$ cat config.mk
export PLATFORM = sky130hd
export DESIGN_NAME = dual_tmr
export DESIGN_NICKNAME = d
export VERILOG_FILES = /design/src/rtl/tmr_pkg.sv /design/src/rtl/tmr_prescale.sv /design/src/rtl/tmr_chan.sv /design/src/rtl/tmr_id_rom.sv /design/src/rtl/dual_tmr.sv
export SDC_FILE = /design/constraint.sdc
export NUM_CORES = 1
export LEC_CHECK = 0
export BUFFER_PORTS_ARGS = -buffer_cell sky130_fd_sc_hd__clkbuf_2
export CAP_MARGIN = 25
export CELL_PAD_IN_SITES_DETAIL_PLACEMENT = 1
export CELL_PAD_IN_SITES_GLOBAL_PLACEMENT = 1
export CORE_MARGIN = 2
export CORE_UTILIZATION = 42
export DETAILED_ROUTE_END_ITERATION = 8
export GPL_TIMING_DRIVEN = 0
export HOLD_SLACK_MARGIN = 0.15
export MAX_ROUTING_LAYER = met4
export PLACE_DENSITY_LB_ADDON = 0.08
export SLEW_MARGIN = 20
export SYNTH_ARGS = -nofsm -noshare
export SYNTH_HDL_FRONTEND = slang
export SYNTH_SLANG_ARGS = --single-unit
$ cat constraint.sdc
create_clock -name clk_i -period 2.97 [get_ports clk_i]
set_input_delay 0.594 -clock clk_i [delete_from_list [all_inputs] [get_ports clk_i]]
set_output_delay 0.594 -clock clk_i [all_outputs]
set_load 0.02 [all_outputs]
$ cat src/rtl/tmr_pkg.sv
package tmr_pkg;
  localparam int WIN_AW = 5;  // bytes per timer slice = 2**WIN_AW

  // word index inside a slice
  localparam logic [2:0] W_LIM  = 3'd0;
  localparam logic [2:0] W_CNT  = 3'd1;
  localparam logic [2:0] W_CTL  = 3'd2;
  localparam logic [2:0] W_CLR  = 3'd3;
  localparam logic [2:0] W_RAW  = 3'd4;
  localparam logic [2:0] W_MSK  = 3'd5;
  localparam logic [2:0] W_BGL  = 3'd6;

  // control bit positions
  localparam int C_ONE  = 0;
  localparam int C_WIDE = 1;
  localparam int C_PSL  = 2;
  localparam int C_IE   = 5;
  localparam int C_PER  = 6;
  localparam int C_RUN  = 7;

  localparam logic [7:0] CTL_RST = 8'h20;

  function automatic logic [7:0] id_byte(input logic [2:0] idx);
    case (idx)
      3'd0: id_byte = 8'h04;
      3'd1: id_byte = 8'h18;
      3'd2: id_byte = 8'h14;
      3'd3: id_byte = 8'h00;
      3'd4: id_byte = 8'h0D;
      3'd5: id_byte = 8'hF0;
      3'd6: id_byte = 8'h05;
      default: id_byte = 8'hB1;
    endcase
  endfunction
endpackage

$ cat src/rtl/tmr_prescale.sv
module tmr_prescale #(
  parameter int PRE_W = 8
) (
  input  logic       clk_i,
  input  logic       rst_ni,
  input  logic       clr_i,
  input  logic       tick_i,
  input  logic [1:0] sel_i,
  output logic       step_o
);
  localparam logic [PRE_W-1:0] LIM16  = PRE_W'(15);
  localparam logic [PRE_W-1:0] LIM256 = PRE_W'(255);

  logic [PRE_W-1:0] cnt_q, lim;

  always_comb begin
    case (sel_i)
      2'd1:    lim = LIM16;
      2'd2:    lim = LIM256;
      default: lim = '0;
    endcase
  end

  assign step_o = tick_i && (cnt_q == lim);

  always_ff @(posedge clk_i or negedge rst_ni) begin
    if (!rst_ni)     cnt_q <= '0;
    else if (clr_i)  cnt_q <= '0;
    else if (tick_i) cnt_q <= (cnt_q == lim) ? '0 : cnt_q + 1'b1;
  end
endmodule

$ cat src/rtl/tmr_chan.sv
module tmr_chan import tmr_pkg::*; #(
  parameter int CNT_W = 32,
  parameter int PRE_W = 8
) (
  input  logic             clk_i,
  input  logic             rst_ni,
  input  logic             wr_i,
  input  logic [2:0]       wix_i,
  input  logic [31:0]      wdata_i,
  input  logic             tick_i,
  output logic [31:0]      rdata_o,
  output logic             irq_o,
  output logic [CNT_W-1:0] cnt_o,
  output logic [CNT_W-1:0] lim_o
);
  localparam logic [CNT_W-1:0] MASK16 = CNT_W'(17'h0FFFF);

  logic [7:0]       ctl_q;
  logic [CNT_W-1:0] lim_q, cnt_q, mask, cnt_eff;
  logic             raw_q, step, expire;

  tmr_prescale #(.PRE_W(PRE_W)) u_pre (
    .clk_i  (clk_i),
    .rst_ni (rst_ni),
    .clr_i  (wr_i && wix_i == W_CTL),
    .tick_i (tick_i && ctl_q[C_RUN]),
    .sel_i  (ctl_q[C_PSL +: 2]),
    .step_o (step)
  );

  assign mask    = ctl_q[C_WIDE] ? '1 : MASK16;
  assign cnt_eff = cnt_q & mask;
  assign expire  = step && (cnt_eff == '0);

  always_ff @(posedge clk_i or negedge rst_ni) begin
    if (!rst_ni) begin
      ctl_q <= CTL_RST;
      lim_q <= '0;
      cnt_q <= '0;
      raw_q <= 1'b0;
    end else begin
      if (expire) begin
        raw_q <= 1'b1;
        if (ctl_q[C_ONE])      ctl_q[C_RUN] <= 1'b0;
        else if (ctl_q[C_PER]) cnt_q <= lim_q & mask;
        else                   cnt_q <= mask;
      end else if (step) begin
        cnt_q <= (cnt_eff - 1'b1) & mask;
      end
      // register writes override the step, except that a set interrupt wins over clear
      if (wr_i) begin
        case (wix_i)
          W_LIM: begin
            lim_q <= wdata_i[CNT_W-1:0];
            cnt_q <= wdata_i[CNT_W-1:0];
          end
          W_BGL:   lim_q <= wdata_i[CNT_W-1:0];
          W_CTL:   ctl_q <= wdata_i[7:0];
          W_CLR:   if (!expire) raw_q <= 1'b0;
          default: ;
        endcase
      end
    end
  end

  always_comb begin
    case (wix_i)
      W_LIM, W_BGL: rdata_o = 32'(lim_q);
      W_CNT:        rdata_o = 32'(cnt_eff);
      W_CTL:        rdata_o = {24'd0, ctl_q};
      W_RAW:        rdata_o = {31'd0, raw_q};
      W_MSK:        rdata_o = {31'd0, raw_q & ctl_q[C_IE]};
      default:      rdata_o = '0;
    endcase
  end

  assign irq_o = raw_q & ctl_q[C_IE];
  assign cnt_o = cnt_eff;
  assign lim_o = lim_q;
endmodule

$ cat src/rtl/tmr_id_rom.sv
module tmr_id_rom import tmr_pkg::*; (
  input  logic [2:0]  idx_i,
  output logic [31:0] data_o
);
  assign data_o = {24'd0, id_byte(idx_i)};
endmodule

$ cat src/rtl/dual_tmr.sv
module dual_tmr import tmr_pkg::*; #(
  parameter int ADDR_W = 12,
  parameter int NUM_CH = 2,
  parameter int CNT_W  = 32,
  parameter int PRE_W  = 8
) (
  input  logic              clk_i,
  input  logic              rst_ni,
  input  logic              req_i,
  input  logic              we_i,
  input  logic [ADDR_W-1:0] addr_i,
  input  logic [31:0]       wdata_i,
  output logic [31:0]       rdata_o,
  input  logic [1:0]        tick_i,
  output logic              irq0_o,
  output logic              irq1_o,
  output logic              irq_o
);
  localparam int SEL_W   = (NUM_CH > 1) ? $clog2(NUM_CH) : 1;
  localparam int UPPER_W = ADDR_W - WIN_AW;

  logic [UPPER_W-1:0]          slice;
  logic                        win_hit, id_hit;
  logic [SEL_W-1:0]            ch_sel;
  logic [NUM_CH-1:0][31:0]     ch_rd;
  logic [NUM_CH-1:0]           ch_irq;
  logic [NUM_CH-1:0][CNT_W-1:0] ch_cnt, ch_lim;
  logic [31:0]                 id_rd;

  assign slice   = addr_i[ADDR_W-1:WIN_AW];
  assign win_hit = slice < UPPER_W'(NUM_CH);
  assign id_hit  = slice == '1;
  assign ch_sel  = SEL_W'(slice);

  for (genvar c = 0; c < NUM_CH; c++) begin : g_ch
    tmr_chan #(.CNT_W(CNT_W), .PRE_W(PRE_W)) u_ch (
      .clk_i   (clk_i),
      .rst_ni  (rst_ni),
      .wr_i    (req_i && we_i && win_hit && ch_sel == SEL_W'(c)),
      .wix_i   (addr_i[WIN_AW-1:2]),
      .wdata_i (wdata_i),
      .tick_i  (tick_i[c]),
      .rdata_o (ch_rd[c]),
      .irq_o   (ch_irq[c]),
      .cnt_o   (ch_cnt[c]),
      .lim_o   (ch_lim[c])
    );
  end

  tmr_id_rom u_id (
    .idx_i  (addr_i[WIN_AW-1:2]),
    .data_o (id_rd)
  );

  always_comb begin
    rdata_o = '0;
    if (req_i && !we_i) begin
      if (win_hit)     rdata_o = ch_rd[ch_sel];
      else if (id_hit) rdata_o = id_rd;
    end
  end

  assign irq0_o = ch_irq[0];
  assign irq1_o = ch_irq[NUM_CH-1];
  assign irq_o  = |ch_irq;
endmodule

==> metrics.csv <==
stage,metric,value,unit
worst_setup_path,kind of critical path,reg -> reg,
sta,Final Slew Violations,0,
sta,Final Hold Violating Endpoints,0,
cts,Worst-path clk slew,80,ps
drt,vias,10900,
worst_setup_path,reg-to-reg critical path endpoint,g_ch[1].u_ch.cnt_q[14],
power,Seq pwr share,42.7,%
cts,clock buffer depth,2,
power,Internal Power,3.88,mW
run,max_cap viols,0,
die,Die Ht,163,um
cells_and_area,Area growth syn-to-layout,22.8,%
grt,initial antenna violation count,0,
yosys,post-synthesis instance area,10600,sq um
power,worst vdd ir,0.301,mV
cells_and_area,design area,13000,sq um
worst_setup_path,Worst Path Arrival,3350,ps
die,Die Footprint,26500,sq um
yosys,number of synthesized flops with an enable pin,0,
drt,antenna-violating nets left,0,
sta,final number of setup-violating endpoints,1,
yosys,Yosys warnings,0,
power,Sw Share,27.4,%
run_status,status,"finished, violations left",
yosys,Syn Area/Cell,8.79,sq um
yosys,syn_nets,1261,
worst_setup_path,Startpoint Class,flop,
worst_setup_path,Slowest cell on crit path,or4_1,
cts,clock latency on the worst-skew pair,450,ps
sta,fmax,336,MHz
cells_and_area,share of cells above drive strength 1,28.5,%
worst_setup_path,critical-path cell list,inv_1 > ha_1 > or4_1 > o22ai_4 > buf_4 > nand4_1 > nor4_1 > xnor2_1 > a211oi_1 > a21o_1,
yosys,Netlist cell types,84,
power,Leakage,5.79,nW
placement,placed inst area,11600,sq um
drt,Routed WL,44600,um
grt,met2 Resource Use GR,55.2,%
cts,Root Driver,clkbuf_16,
power,switching power,1.46,mW
worst_setup_path,crit path capture type,flop,
worst_hold_path,Hold Path Depth,3,
grt,vias in the first global route,10900,
placement,DP Wirelength,32700,um
grt,first-pass GRT wire length,67800,um
worst_setup_path,CP bufs+invs,2,
die,Core ar.,25000,sq um
yosys,asr flop ratio synth,100,%
sta,PnR worst setup slack,-2.07,ps
sta,relative slew slack,46.9,%
cells_and_area,fin nets,1389,
die,# rows,58,
yosys,ys flop type,dfrtp_1,
worst_hold_path,Worst Hold Endpoint,g_ch[0].u_ch.cnt_q[13],
grt,most used routing layer,met2,
grt,pin count of the biggest net entering global routing,68,
placement,Place WS,-952,ps
cells_and_area,most frequent cells in the layout,"dfrtp_1, nand2_1, nor2_1",
drt,first-iteration detailed-routing DRC count,944,
drt,DR WL/cell,26.6,um
cts,total clock sinks,162,
placement,Routability Congestion,0.921,
die,I/O pin total,85,
power,Logic pwr share,9.6,%
grt,grt met1 use,46.7,%
power,Clock power frac,47.6,%
run_status,failing checks,negative setup slack,
placement,Port Buffers,78,
drt,DR pass1 iterations,6,
cts,CTS Buf Count,17,
power,PD cells,411,nW/um^2
sta,RSZ-0062 raised after global routing,true,
worst_setup_path,flop2flop setup slack,-2,ps
yosys,post-synthesis cell count,1205,
sta,clk_skew,16.8,ps
worst_setup_path,CP peak stage delay,600,ps
cells_and_area,fillcell total,2914,
die,Die Width,163,um
yosys,Seq cells post-synth,162,
worst_hold_path,hold path start,wdata_i[13],
die,Initial Util,42.4,%
grt,gr ovfl total,0,
worst_setup_path,required time of the critical path,3340,ps
cells_and_area,final core utilization,52.1,%
worst_setup_path,Max Fanout on Critical Path,6,
drt,# DRC,0,
worst_setup_path,CP top delay family,simple AND/OR/NAND/NOR gates,
worst_setup_path,Worst Reg-to-Reg Cells,10,
yosys,post-synthesis sequential area ratio,38.3,%
worst_hold_path,Worst Hold Class,in -> reg,
cts,H-Tree Depth,4,
cells_and_area,"leading cell type in the layout, fill and taps excluded",dfrtp_1,
sta,crit path time final,2970,ps
sta,Least-Margin Pin Slew,796,ps
drt,Vias/cell,6.48,
grt,GRT met3 Usage,5.22,%
cts,CTS tree,built,
worst_setup_path,reg-to-reg startpoint,g_ch[1].u_ch.ctl_q[2],
grt,GRT Resource Usage Total,34.9,%
sta,Final Cycle Share,100,%
power by group through the flow:
stage	Combinational (mW)	Clock, mW	Sequential [mW]
5_1_grt	0.554	2.63	2.29
4_1_cts	0.492	2.57	2.28
6_report	0.515	2.54	2.28
2_1_floorplan	0.227	0	2.30
3_5_place_dp	0.446	0	2.32
3_3_place_gp	0.430	0	2.32
metal layers:
metal	share of wire [%]	vias up
li1	-	4823
met1	44	5579
met2	48	387
met3	5.8	73
met4	2.0	0
met5	0	-
how the worst max path moves through the flow:
stage / startpoint / end / depth (start not counted)
floorplan: addr_i[2] / rdata_o[10] / 7
global placement: rst_ni / g_ch[0].u_ch.lim_o[27] / 1
detailed placement: addr_i[2] / rdata_o[10] / 8
CTS: addr_i[8] / rdata_o[12] / 7
global route: g_ch[1].u_ch.ctl_q[2] / g_ch[1].u_ch.cnt_q[14] / 10
finish: g_ch[1].u_ch.ctl_q[2] / g_ch[1].u_ch.cnt_q[14] / 10
registers in the layout, summed over array words and instances, names as in the netlist:
signal                 cells
g_ch.u_ch.ctl_q           16
g_ch.u_ch.u_pre.cnt_q     16
g_ch.u_ch.raw_q            2
g_ch.u_ch.cnt_q           64
g_ch.u_ch.lim_o           64
Yosys cell counts, types with 6 or more instances:
| master | n | area, sq um |
|---|---|---|
| and3_1 | 12 | 75.1 |
| o31a_1 | 8 | 70.1 |
| inv_1 | 21 | 78.8 |
| nand3_1 | 32 | 160 |
| nand2b_1 | 24 | 150 |
| nor2_1 | 97 | 364 |
| o21ai_1 | 11 | 55.1 |
| xnor2_1 | 13 | 114 |
| or2_2 | 10 | 62.6 |
| nand4_1 | 17 | 106 |
| or4_1 | 13 | 97.6 |
| a31oi_1 | 23 | 144 |
| clkbuf_1 | 69 | 259 |
| o41ai_1 | 6 | 52.6 |
| a22oi_1 | 29 | 218 |
| o211ai_1 | 7 | 52.6 |
| nor4_1 | 17 | 106 |
| ha_1 | 6 | 75.1 |
| o21ai_0 | 76 | 380 |
| mux2_2 | 70 | 788 |
| o31ai_1 | 9 | 67.6 |
| nor3_1 | 39 | 195 |
| dfrtp_1 | 160 | 4000 |
| mux2i_1 | 6 | 60.1 |
| a222oi_1 | 10 | 100 |
| xor2_1 | 27 | 236 |
| a221oi_1 | 38 | 333 |
| nand2_1 | 119 | 447 |
| or3_1 | 13 | 81.3 |
| buf_2 | 9 | 45.0 |
| a211oi_1 | 32 | 240 |
| a21oi_1 | 74 | 370 |
| and2_1 | 12 | 75.1 |
stage by stage:
| stage | total power, mW | cells | setup TNS (ps) | hold WS (ps) |
|---|---|---|---|---|
| floorplan | 2.53 | 1205 | 0 | 298 |
| global placement | 2.75 | 1613 | -350010 | 466 |
| detailed placement | 2.77 | 1615 | -52780 | 467 |
| CTS | 5.34 | 1668 | 0 | 440 |
| global route | 5.47 | 1676 | -179 | 468 |
| finish | 5.34 | 1677 | -2.07 | 461 |
kinds of logic after synthesis:
logic type      count (synthesis)  synth area share (%)
compound gates                369                  23.6
xor+xnor                       40                  3.31
fa+ha+maj                       6                 0.709
buf+inv                       107                  4.27
flops                         162                  38.3
mux                            76                  8.01
simple gates                  445                  21.8
final cells by class:
type / count / area, sq um / share of cell area [%]
tap: 330 / 413 / 3.17
sequential: 162 / 4060 / 31.2
antenna: 1 / 2.50 / 0.0192
clock buffer: 19 / 453 / 3.48
inverter: 21 / 78.8 / 0.606
buffer: 79 / 468 / 3.60
timing repair buffer: 116 / 744 / 5.72
multi-input combinational: 936 / 6590 / 50.7
clock inverter: 13 / 195 / 1.50
what timing repair did:
item / in CTS / in global routing
endpoints found under the hold margin: 31 / 0
gates cloned: 0 / 0
gates resized for setup: 88 / 77
pin swaps: 10 / 20
hold buffers: 1 / 0
setup buffers: 23 / 12
setup endpoints to repair: 95 / 85
worst register-to-register path, stage by stage (launching register included):
cell and delay [ps]:
dfrtp_1 390, inv_1 80, ha_1 220, or4_1 600, o22ai_4 230, buf_4 150
nand4_1 290, nor4_1 410, xnor2_1 160, a211oi_1 270, a21o_1 120
No activity file was read; power rests on OpenSTA's default activity.
